`src/rtl/efb_pkg.sv`:
```
package efb_pkg;
  localparam int WORD_W = 32;
  typedef logic [WORD_W-1:0] word_t;
  localparam int HDR_WORDS = 9;
  localparam int FTR_WORDS = 4;
  localparam logic [3:0] SUB_HDR_MARK = 4'hB;
  localparam logic [3:0] SUB_TRL_MARK = 4'hE;
  typedef enum logic [2:0] {
    ST_IDLE, ST_HDR, ST_HUNT, ST_PAY, ST_TRL, ST_FTR
  } state_t;
endpackage

```
`src/rtl/efb_counter.sv`:
```
module efb_counter #(
  parameter int W = 16
) (
  input  logic         clk_i,
  input  logic         rst_ni,
  input  logic         clr_i,
  input  logic         inc_i,
  output logic [W-1:0] q_o
);
  always_ff @(posedge clk_i or negedge rst_ni) begin
    if (!rst_ni)    q_o <= '0;
    else if (clr_i) q_o <= '0;
    else if (inc_i) q_o <= q_o + 1'b1;
  end
endmodule

```
`src/rtl/efb_sub_decode.sv`:
```
module efb_sub_decode
  import efb_pkg::*;
#(
  parameter int EVID_W = 12,
  parameter int BCID_W = 12,
  parameter int LEN_W  = 4
) (
  input  word_t             word_i,
  input  logic [EVID_W-1:0] evid_ref_i,
  input  logic [BCID_W-1:0] bcid_ref_i,
  input  logic [LEN_W-1:0]  decl_len_i,
  output logic              is_hdr_o,
  output logic              id_hit_o,
  output logic [LEN_W-1:0]  len_o,
  output logic              trl_ok_o
);
  localparam int BCID_LSB = LEN_W;
  localparam int EVID_LSB = LEN_W + BCID_W;

  always_comb begin
    is_hdr_o = word_i[WORD_W-1 -: 4] == SUB_HDR_MARK;
    id_hit_o = (word_i[EVID_LSB +: EVID_W] == evid_ref_i) &&
               (word_i[BCID_LSB +: BCID_W] == bcid_ref_i);
    len_o    = word_i[LEN_W-1:0];
    trl_ok_o = (word_i[WORD_W-1 -: 4] == SUB_TRL_MARK) &&
               (word_i[15:0] == 16'(decl_len_i));
  end
endmodule

```
`src/rtl/efb_frame_word.sv`:
```
module efb_frame_word
  import efb_pkg::*;
#(
  parameter int    EVID_W   = 12,
  parameter int    BCID_W   = 12,
  parameter int    WC_W     = 16,
  parameter int    TM_W     = 20,
  parameter int    IDX_W    = 4,
  parameter word_t SOF_WORD = 32'h5EB0_F00D,
  parameter word_t FMT_WORD = 32'h0001_0002,
  parameter word_t BOARD_ID = 32'h0000_00A5
) (
  input  logic              in_ftr_i,
  input  logic [IDX_W-1:0]  idx_i,
  input  logic [EVID_W-1:0] evid_i,
  input  logic [BCID_W-1:0] bcid_i,
  input  logic [3:0]        flags_i,
  input  logic [WC_W-1:0]   wcount_i,
  input  logic [TM_W-1:0]   timer_i,
  output word_t             word_o
);
  always_comb begin
    word_o = '0;
    if (in_ftr_i) begin
      case (idx_i)
        IDX_W'(0): word_o = word_t'(|flags_i);
        IDX_W'(1): word_o = word_t'(flags_i);
        IDX_W'(2): word_o = word_t'(wcount_i) + word_t'(2);  // this word and the next
        default:   word_o = word_t'(timer_i);
      endcase
    end else begin
      case (idx_i)
        IDX_W'(0): word_o = SOF_WORD;
        IDX_W'(1): word_o = word_t'(HDR_WORDS);
        IDX_W'(2): word_o = FMT_WORD;
        IDX_W'(3): word_o = BOARD_ID;
        IDX_W'(4): word_o = word_t'(evid_i);
        IDX_W'(5): word_o = word_t'(bcid_i);
        IDX_W'(6): word_o = word_t'({evid_i, bcid_i});
        default:   word_o = '0;
      endcase
    end
  end
endmodule

```
`src/rtl/evt_frame_builder.sv`:
```
module evt_frame_builder
  import efb_pkg::*;
#(
  parameter int    EVID_W   = 12,
  parameter int    BCID_W   = 12,
  parameter int    LEN_W    = 4,
  parameter int    WC_W     = 16,
  parameter int    TM_W     = 20,
  parameter word_t SOF_WORD = 32'h5EB0_F00D,
  parameter word_t FMT_WORD = 32'h0001_0002,
  parameter word_t BOARD_ID = 32'h0000_00A5
) (
  input  logic                     clk_i,
  input  logic                     rst_ni,
  input  logic [EVID_W+BCID_W-1:0] id_data_i,
  input  logic                     id_empty_i,
  output logic                     id_rd_o,
  input  logic [31:0]              src0_data_i,
  input  logic                     src0_empty_i,
  output logic                     src0_rd_o,
  input  logic [31:0]              src1_data_i,
  input  logic                     src1_empty_i,
  output logic                     src1_rd_o,
  output logic [31:0]              out_data_o,
  output logic                     out_wr_o,
  input  logic                     out_full_i
);
  localparam int ID_W     = EVID_W + BCID_W;
  localparam int IDX_W    = $clog2(HDR_WORDS);
  localparam int HDR_LAST = HDR_WORDS - 1;
  localparam int FTR_LAST = FTR_WORDS - 1;

  state_t             state_q;
  logic [IDX_W-1:0]   idx_q;
  logic               sel_q, keep_q;
  logic [LEN_W-1:0]   pay_cnt_q, decl_len_q;
  logic [EVID_W-1:0]  evid_q;
  logic [BCID_W-1:0]  bcid_q;
  logic [1:0]         mis_q, lerr_q;

  word_t              cur_data, gen_word;
  logic               cur_empty, go, in_src, is_hdr, id_hit, trl_ok;
  logic [LEN_W-1:0]   sub_len;
  logic [WC_W-1:0]    wcount;
  logic [TM_W-1:0]    timer;

  assign cur_data  = sel_q ? src1_data_i : src0_data_i;
  assign cur_empty = sel_q ? src1_empty_i : src0_empty_i;
  assign in_src    = (state_q == ST_HUNT) || (state_q == ST_PAY) || (state_q == ST_TRL);
  assign go        = in_src && !cur_empty && !out_full_i;

  assign id_rd_o   = (state_q == ST_IDLE) && !id_empty_i;
  assign src0_rd_o = go && !sel_q;
  assign src1_rd_o = go && sel_q;

  always_comb begin
    out_wr_o = 1'b0;
    case (state_q)
      ST_HDR, ST_FTR: out_wr_o = !out_full_i;
      ST_HUNT:        out_wr_o = go && is_hdr && id_hit;
      ST_PAY, ST_TRL: out_wr_o = go && keep_q;
      default:        out_wr_o = 1'b0;
    endcase
  end
  assign out_data_o = ((state_q == ST_HDR) || (state_q == ST_FTR)) ? gen_word : cur_data;

  efb_sub_decode #(.EVID_W(EVID_W), .BCID_W(BCID_W), .LEN_W(LEN_W)) dec_i (
    .word_i(cur_data), .evid_ref_i(evid_q), .bcid_ref_i(bcid_q), .decl_len_i(decl_len_q),
    .is_hdr_o(is_hdr), .id_hit_o(id_hit), .len_o(sub_len), .trl_ok_o(trl_ok)
  );

  efb_frame_word #(
    .EVID_W(EVID_W), .BCID_W(BCID_W), .WC_W(WC_W), .TM_W(TM_W), .IDX_W(IDX_W),
    .SOF_WORD(SOF_WORD), .FMT_WORD(FMT_WORD), .BOARD_ID(BOARD_ID)
  ) word_i (
    .in_ftr_i(state_q == ST_FTR), .idx_i(idx_q), .evid_i(evid_q), .bcid_i(bcid_q),
    .flags_i({lerr_q, mis_q}), .wcount_i(wcount), .timer_i(timer), .word_o(gen_word)
  );

  efb_counter #(.W(WC_W)) wcnt_i (
    .clk_i, .rst_ni, .clr_i(id_rd_o), .inc_i(out_wr_o), .q_o(wcount)
  );

  // build timer runs through every stall until the frame closes
  efb_counter #(.W(TM_W)) tmr_i (
    .clk_i, .rst_ni, .clr_i(id_rd_o), .inc_i(state_q != ST_IDLE), .q_o(timer)
  );

  always_ff @(posedge clk_i or negedge rst_ni) begin
    if (!rst_ni) begin
      state_q    <= ST_IDLE;
      idx_q      <= '0;
      sel_q      <= 1'b0;
      keep_q     <= 1'b0;
      pay_cnt_q  <= '0;
      decl_len_q <= '0;
      evid_q     <= '0;
      bcid_q     <= '0;
      mis_q      <= '0;
      lerr_q     <= '0;
    end else begin
      case (state_q)
        ST_IDLE: if (!id_empty_i) begin
          evid_q  <= id_data_i[ID_W-1 -: EVID_W];
          bcid_q  <= id_data_i[BCID_W-1:0];
          mis_q   <= '0;
          lerr_q  <= '0;
          idx_q   <= '0;
          sel_q   <= 1'b0;
          state_q <= ST_HDR;
        end
        ST_HDR: if (!out_full_i) begin
          if (idx_q == IDX_W'(HDR_LAST)) begin
            idx_q   <= '0;
            state_q <= ST_HUNT;
          end else idx_q <= idx_q + 1'b1;
        end
        ST_HUNT: if (go && is_hdr) begin
          keep_q     <= id_hit;
          decl_len_q <= sub_len;
          pay_cnt_q  <= '0;
          if (!id_hit) mis_q[sel_q] <= 1'b1;
          state_q    <= (sub_len == '0) ? ST_TRL : ST_PAY;
        end
        ST_PAY: if (go) begin
          pay_cnt_q <= pay_cnt_q + 1'b1;
          if (LEN_W'(pay_cnt_q + 1'b1) == decl_len_q) state_q <= ST_TRL;
        end
        ST_TRL: if (go) begin
          if (!trl_ok) lerr_q[sel_q] <= 1'b1;
          if (!sel_q) begin
            sel_q   <= 1'b1;
            state_q <= ST_HUNT;
          end else begin
            idx_q   <= '0;
            state_q <= ST_FTR;
          end
        end
        ST_FTR: if (!out_full_i) begin
          if (idx_q == IDX_W'(FTR_LAST)) state_q <= ST_IDLE;
          else idx_q <= idx_q + 1'b1;
        end
        default: state_q <= ST_IDLE;
      endcase
    end
  end
endmodule

```
`config.mk`:
```
export PLATFORM = sky130hd
export DESIGN_NAME = evt_frame_builder
export DESIGN_NICKNAME = d
export VERILOG_FILES = /design/src/rtl/efb_pkg.sv /design/src/rtl/efb_counter.sv /design/src/rtl/efb_sub_decode.sv /design/src/rtl/efb_frame_word.sv /design/src/rtl/evt_frame_builder.sv
export SDC_FILE = /design/constraint.sdc
export NUM_CORES = 1
export LEC_CHECK = 0
export ABC_AREA = 0
export BUFFER_PORTS_ARGS = -buffer_cell sky130_fd_sc_hd__buf_2
export CAP_MARGIN = 0
export CORE_ASPECT_RATIO = 1.75
export CORE_MARGIN = 4
export CORE_UTILIZATION = 33
export CTS_CLUSTER_SIZE = 8
export DETAILED_ROUTE_END_ITERATION = 8
export PLACE_DENSITY = 0.54
export SETUP_SLACK_MARGIN = 0.5
export SKIP_CTS_REPAIR_TIMING = 1
export SYNTH_ARGS = -nofsm -noshare
export SYNTH_HDL_FRONTEND = slang
export SYNTH_SLANG_ARGS = --single-unit
```
`constraint.sdc`:
```
create_clock -name clk_i -period 3.5 [get_ports clk_i]
set_clock_uncertainty 0.2 [all_clocks]
set_input_delay 0.35 -clock clk_i [delete_from_list [all_inputs] [get_ports clk_i]]
set_output_delay 0.35 -clock clk_i [all_outputs]
set_load 0.01 [all_outputs]
```
==> results of run 1 <==
-- path summary, 6_finish.rpt --
check | to | startpoint | slack, ns | cells after the start
hold / removal | evid_q[10]$_DFFE_PN0P_ | id_data_i[22] | -0.02 | 3
setup reg to reg | wcnt_i.q_o[13]$_DFFE_PN0P_ | sel_q$_DFFE_PN0P_ | 0.64 | 9
max in group asynchronous | wcnt_i.q_o[1]$_DFFE_PN0P_ | rst_ni | 1.92 | 3
min in group asynchronous | idx_q[3]$_DFFE_PN0P_ | rst_ni | 0.41 | 2
hold reg to reg | tmr_i.q_o[19]$_DFFE_PN0P_ | tmr_i.q_o[19]$_DFFE_PN0P_ | 0.30 | 1
setup / recovery | out_wr_o | sel_q$_DFFE_PN0P_ | 0.52 | 8
-- per-stage QoR --
step                total power, µW  utilization, %  setup slack (ns)
floorplan                      2909               -            0.7202
global placement               3971           39.49            0.3700
detailed placement             3957           39.49            0.2746
CTS                            4957           41.26          -0.09984
global route                   5676           44.92            0.4564
finish                         5325           44.92            0.5184
-- power by group through the flow --
stage | sequential [µW] | combinational [µW] | clock [µW]
6_report | 1490 | 2860 | 981
5_1_grt | 1510 | 3130 | 1040
4_1_cts | 1470 | 2480 | 1010
3_5_place_dp | 1490 | 2470 | 0
3_3_place_gp | 1490 | 2480 | 0
2_1_floorplan | 1320 | 1590 | 0
-- sequential cells by signal, summed over array words and instances, names as in the netlist, 3 cells and up --
name / flops
bcid_q: 12
decl_len_q: 4
evid_q: 12
idx_q: 4
pay_cnt_q: 4
state_q: 3
tmr_i.q_o: 20
wcnt_i.q_o: 16
-- logic make-up after synthesis --
| kind of cell | after synthesis | share of synthesized area, % |
|---|---|---|
| AOI/OAI and AO/OA | 170 | 19.12 |
| xor gates and xnor gates | 49 | 7.403 |
| adders and majority gates | 8 | 1.727 |
| buffers and inverters | 58 | 4.446 |
| DFF | 81 | 34.97 |
| muxes | 47 | 8.310 |
| and+or+nand+nor | 287 | 24.02 |
-- area by class of cell --
| cell class | instances | area, µm² |
|---|---|---|
| fillers | 1757 | 9422 |
| clock inverters | 7 | 76.32 |
| clock buffers | 9 | 225.2 |
| flip-flops and latches | 81 | 2038 |
| well taps | 227 | 284.0 |
| repair buffers | 194 | 1200 |
| inverters | 18 | 76.32 |
| multi-input cells | 561 | 3784 |
-- worst reg2reg max path, delay by kind of cell (launching register included) --
kind                   cells  cell delay (ns)
buffers and inverters      2             0.33
AND/OR/NAND/NOR            4             1.12
flip-flops                 1             0.55
AO/OA/AOI/OAI              3             0.59
-- routing by layer --
metal	routed length [µm]	vias up
met5	0	-
met4	1031	0
met3	1142	71
met2	10980	226
met1	8366	2867
li1	-	2867
-- layout by cell type (no fill, tap or decap), types with 4 or more instances in the layout --
master         instances
buf_4                 54
a22oi_1               15
nor3_1                11
nor4_2                 6
ha_4                   4
nor4_1                 4
dlygate4sd3_1          4
nand4_1                8
clkbuf_16              9
buf_2                128
a221oi_1              11
mux2_2                 6
or3_1                  5
nand3_1               38
xor2_1                 8
o21ai_1                6
and4_1                 4
nand2b_1               6
o21ai_0               56
o31ai_1                4
nand2_1              126
o211ai_1               6
o22a_1                 5
xnor2_1               41
inv_1                 13
dfrtp_1               74
dfrtp_2                6
a21oi_1               37
mux2i_2               13
nor2_1                35
and3_1                10
mux2i_1               25
==> flow_summary.json, run 1 <==
{
  "status": "finished, violations left",
  "violations": "negative hold slack",
  "drtAntennaViolNets": 0,
  "setup_tns_ns": 0,
  "grt_max_degree": 58,
  "rows": 63,
  "fp.coreArea_um2": 17110,
  "synth_edf_count": 0,
  "synthesis.nets": 802,
  "synth_commonest_cells": "126 x nand2_1, 81 x dfrtp_1, 62 x o21ai_0",
  "irDropWorstVdd_mv": 0.3662,
  "pwr-share-clk_pct": 18.4,
  "hp-class": "in -> reg",
  "clk_latency_ns": 0.36,
  "port_buffers": 129,
  "grt_pass1_vias": 5900,
  "avgViaCountPerCell": 5.498,
  "synth_cells": 700,
  "vias": 6031,
  "cap_violations": 0,
  "synthArstFlopShare_pct": 100.0,
  "p_sw_uw": 2474,
  "syn_area_um2": 5797,
  "placed_cell_area_um2": 6755,
  "whs_ns": -0.02157,
  "route.detailed.drc": 0,
  "synth_top_area_share_pct": 34.97,
  "period_needed_ns": 2.982,
  "seqPwrFrac_pct": 27.9,
  "grt_use_total_pct": 20.98,
  "overflow": 0,
  "path_cells": "buf_12, or3b_4, a221oi_4, nand3_4, and3b_2, a21boi_4, clkinv_4, buf_6",
  "slowest_stage": "dfrtp_4",
  "clk_pin_slew_worst_paths_ns": 0.07,
  "crit_type": "reg -> out",
  "synth_ff_type": "dfrtp_1",
  "slowest_delay_ns": 0.55,
  "grt-busiest-layer": "met2",
  "drt-pass1-iter-count": 5,
  "ys_types": 64,
  "synth.most_common_cell": "nand2_1",
  "fmax_mhz": 335.4,
  "ios": 130,
  "pwr-share-comb_pct": 53.7,
  "cp-start-kind": "flip-flop",
  "gp_congestion": 0.8779,
  "fin_crit_sh_pct": 85.19,
  "area_growth_pct": 32.55,
  "dp.cells": 1043,
  "hpwl_um": 16340,
  "rsz0062_at_grt": "yes",
  "antenna_found_initial": 0,
  "p_per_area_nw_per_um2": 693.0,
  "wire_per_inst_um": 19.62,
  "yosysWarnings": 0,
  "cts_buffers": 9,
  "crit_arrival_ns": 2.43,
  "p_leak_uw": 0.003374,
  "cts_tree": "yes",
  "yosys.area.top_type": "dfrtp_1",
  "grt_use_met3_pct": 3.593,
  "grt_pass1_wl_um": 31950,
  "final_cells": 1097,
  "antennaDiodeCount": 0,
  "p_sw_share_pct": 46.46,
  "path_max_fanout": 7,
  "path_buf_inv": 3,
  "tightestPinTransition_ns": 0.8200,
  "clockBufferDepth": 2,
  "end_kind": "primary output",
  "finalHoldViolCount": 11,
  "intPower_uw": 2851,
  "initial_core_util_pct": 33.89,
  "die_x_um": 108.2,
  "drt_iter0_drc": 253,
  "crit_family": "simple AND/OR/NAND/NOR gates",
  "gr-usage-met2_pct": 37.19,
  "cts_root_buffer": "clkbuf_16",
  "worstPathRequired_ns": 2.95,
  "die_h_um": 183.3,
  "die_area_um2": 19830,
  "drt-total-wl_um": 21520,
  "grt_use_met1_pct": 23.90,
  "cts.sinks": 81,
  "drive_gt1_share_pct": 31.95,
  "synth_seq_cells": 81,
  "cts.htree.levels": 3,
  "postSynthAreaPerCell_um2": 8.281,
  "fin_area_um2": 7684,
  "slew_violations": 0,
  "setup_viol": 0,
  "relSlewSlack_pct": 45.33,
  "synthTopCellsByArea": "dfrtp_1 35%, nand2_1 8.2%, mux2i_1 6.9%",
  "yosysSeqAreaShare_pct": 34.97,
  "nets": 967
}
Note: power is estimated with default switching activity, not from simulation.
==> run 2: changes to the inputs <==
- CTS_CLUSTER_SIZE: 8 -> 20
- GPL_ROUTABILITY_DRIVEN: not set -> 0
- GPL_TIMING_DRIVEN: not set -> 0
==> run 2 against run 1 <==
Net effect:
- the run still ends with negative hold slack left
- register-to-register slack hardly changed
- clock power fell by 3.9%
- worst hold slack gained 0.010 ns
- wire length grew 7.8%
- non-clock buffer count rose by 24
- maximum frequency shrank 6.7%
- sequential power is 3% lower
- total power rose by 4.5%
- utilization is 2.2 points higher
- global-route usage rose by 0.84 points
- count of clock-buffer cells in the layout up 3
==> flow_summary.json, run 2 (synthesis gave the netlist of run 1 again) <==
{
  "tightestPinTransition_ns": 1.068,
  "crit_arrival_ns": 2.65,
  "slew_violations": 0,
  "p_leak_uw": 0.003520,
  "drt-pass1-iter-count": 6,
  "regMostFlops": "tmr_i.q_o",
  "cts.htree.levels": 3,
  "drt-total-wl_um": 23210,
  "vias": 6132,
  "rsz0062_at_grt": "yes",
  "drive_gt1_share_pct": 33.67,
  "p_per_area_nw_per_um2": 690.7,
  "ios": 130,
  "path_max_fanout": 7,
  "cts_root_buffer": "clkbuf_16",
  "hp-class": "in -> reg",
  "setup_viol": 0,
  "drtAntennaViolNets": 0,
  "antenna_found_initial": 0,
  "finalHoldViolCount": 4,
  "largestRegisters": "tmr_i.q_o (20), wcnt_i.q_o (16)",
  "crit_type": "reg -> out",
  "most-common-layout-cells": "129 x buf_2, 124 x nand2_1, 76 x dfrtp_1, 55 x o21ai_0, 40 x buf_4",
  "drt_iter0_drc": 372,
  "status": "finished, violations left",
  "crit_start": "sel_q$_DFFE_PN0P_",
  "overflow": 0,
  "antennaDiodeCount": 0,
  "nets": 991,
  "worstPathRequired_ns": 2.95,
  "wire_per_inst_um": 20.70,
  "die_h_um": 183.3,
  "rows": 63,
  "fmax_mhz": 312.8,
  "irDropWorstVdd_mv": 0.3429,
  "cap_violations": 0,
  "dp.cells": 1057,
  "fin_util_pct": 47.10,
  "rrSetupSlack_ns": 0.63,
  "cts_tree": "yes",
  "relSlewSlack_pct": 27.87,
  "fin_crit_sh_pct": 91.33,
  "avgViaCountPerCell": 5.470,
  "die_area_um2": 19830,
  "route.detailed.drc": 0,
  "layout_commonest_cell": "buf_2",
  "final_cells": 1121,
  "r2r-start": "sel_q$_DFFE_PN0P_",
  "cp-start-kind": "flip-flop",
  "whs_ns": -0.01115,
  "clk_latency_ns": 0.35,
  "finalPower_uw": 5565,
  "fp.coreArea_um2": 17110,
  "area_growth_pct": 38.98,
  "clockBufferDepth": 2,
  "violations": "negative hold slack",
  "largest_reg_flops": 20,
  "port_buffers": 129,
  "cts.sinks": 81,
  "initial_core_util_pct": 33.89,
  "clk_pin_slew_worst_paths_ns": 0.07,
  "fill_cells": 1685,
  "cts_buffers": 9,
  "hp-start": "id_data_i[20]",
  "grt_max_degree": 66,
  "grt_pass1_vias": 6028,
  "end_kind": "primary output",
  "period_needed_ns": 3.196,
  "grt_use_total_pct": 21.82,
  "die_x_um": 108.2,
  "hpwl_um": 17310,
  "grt_pass1_wl_um": 33090
}
==> run 2: cell types whose count changed in the layout (fill, tap and decap cells not counted), moves of 5 or more <==
| cell | delta |
|---|---|
| mux2i_2 | -5 |
| clkbuf_1 | +11 |
| buf_6 | +6 |
| clkbuf_2 | +9 |
| buf_4 | -14 |
| mux2i_4 | +6 |
==> run 2: cell type report <==
cell class	count	area, µm²	share of cell area (%)
clock inverters	4	23.77	0.2951
multi-input cells	561	3939	48.89
flip-flops and latches	81	2033	25.24
well taps	227	284.0	3.525
inverters	18	77.57	0.9629
plain buffers	40	307.8	3.820
repair buffers	178	1125	13.96
clock buffers	12	266.5	3.308
==> run 2: metrics by stage <==
step	area (µm²)	setup WS (ns)	TNS, ns
after floorplan	5797	0.7202	0
after global placement	6726	-0.2126	-1.911
after detailed placement	6763	-0.2065	-1.364
after CTS	7053	-0.5925	-8.334
after global routing	8056	0.2456	0
final	8056	0.3035	0
==> run 2: path summary, 6_finish.rpt <==
kind                                              end  cells after the start
setup reg to reg           wcnt_i.q_o[13]$_DFFE_PN0P_                     10
min in group asynchronous      state_q[2]$_DFFE_PN0P_                      2
setup / recovery                             out_wr_o                     10
hold / removal                  evid_q[8]$_DFFE_PN0P_                      3
max in group asynchronous       bcid_q[9]$_DFFE_PN0P_                      3
hold reg to reg             tmr_i.q_o[19]$_DFFE_PN0P_                      1
==> run 2: layer usage <==
layer	GRT usage, %	vias to the layer above	part of all wire, %
li1	-	2911	-
met1	24.05	2933	37
met2	40.33	235	53
met3	2.853	53	5.4
met4	10.72	0	4.2
met5	0	-	0
==> run 2: critical path, stage by stage, from the launching register on <==
cell and delay, ns:
dfrtp_2 0.46, buf_12 0.17, clkbuf_16 0.18, mux2i_4 0.28
xnor2_1 0.10, nor4_2 0.34, and4_4 0.31, a21boi_4 0.08
inv_2 0.12, buf_8 0.14, buf_6 0.10
==> run 2: power breakdown <==
part           total [µW]  internal (µW)  switching (µW)
registers            1440           1140             296
clock network         943            539             404
logic                3190           1260            1920
total                5560           2940            2620
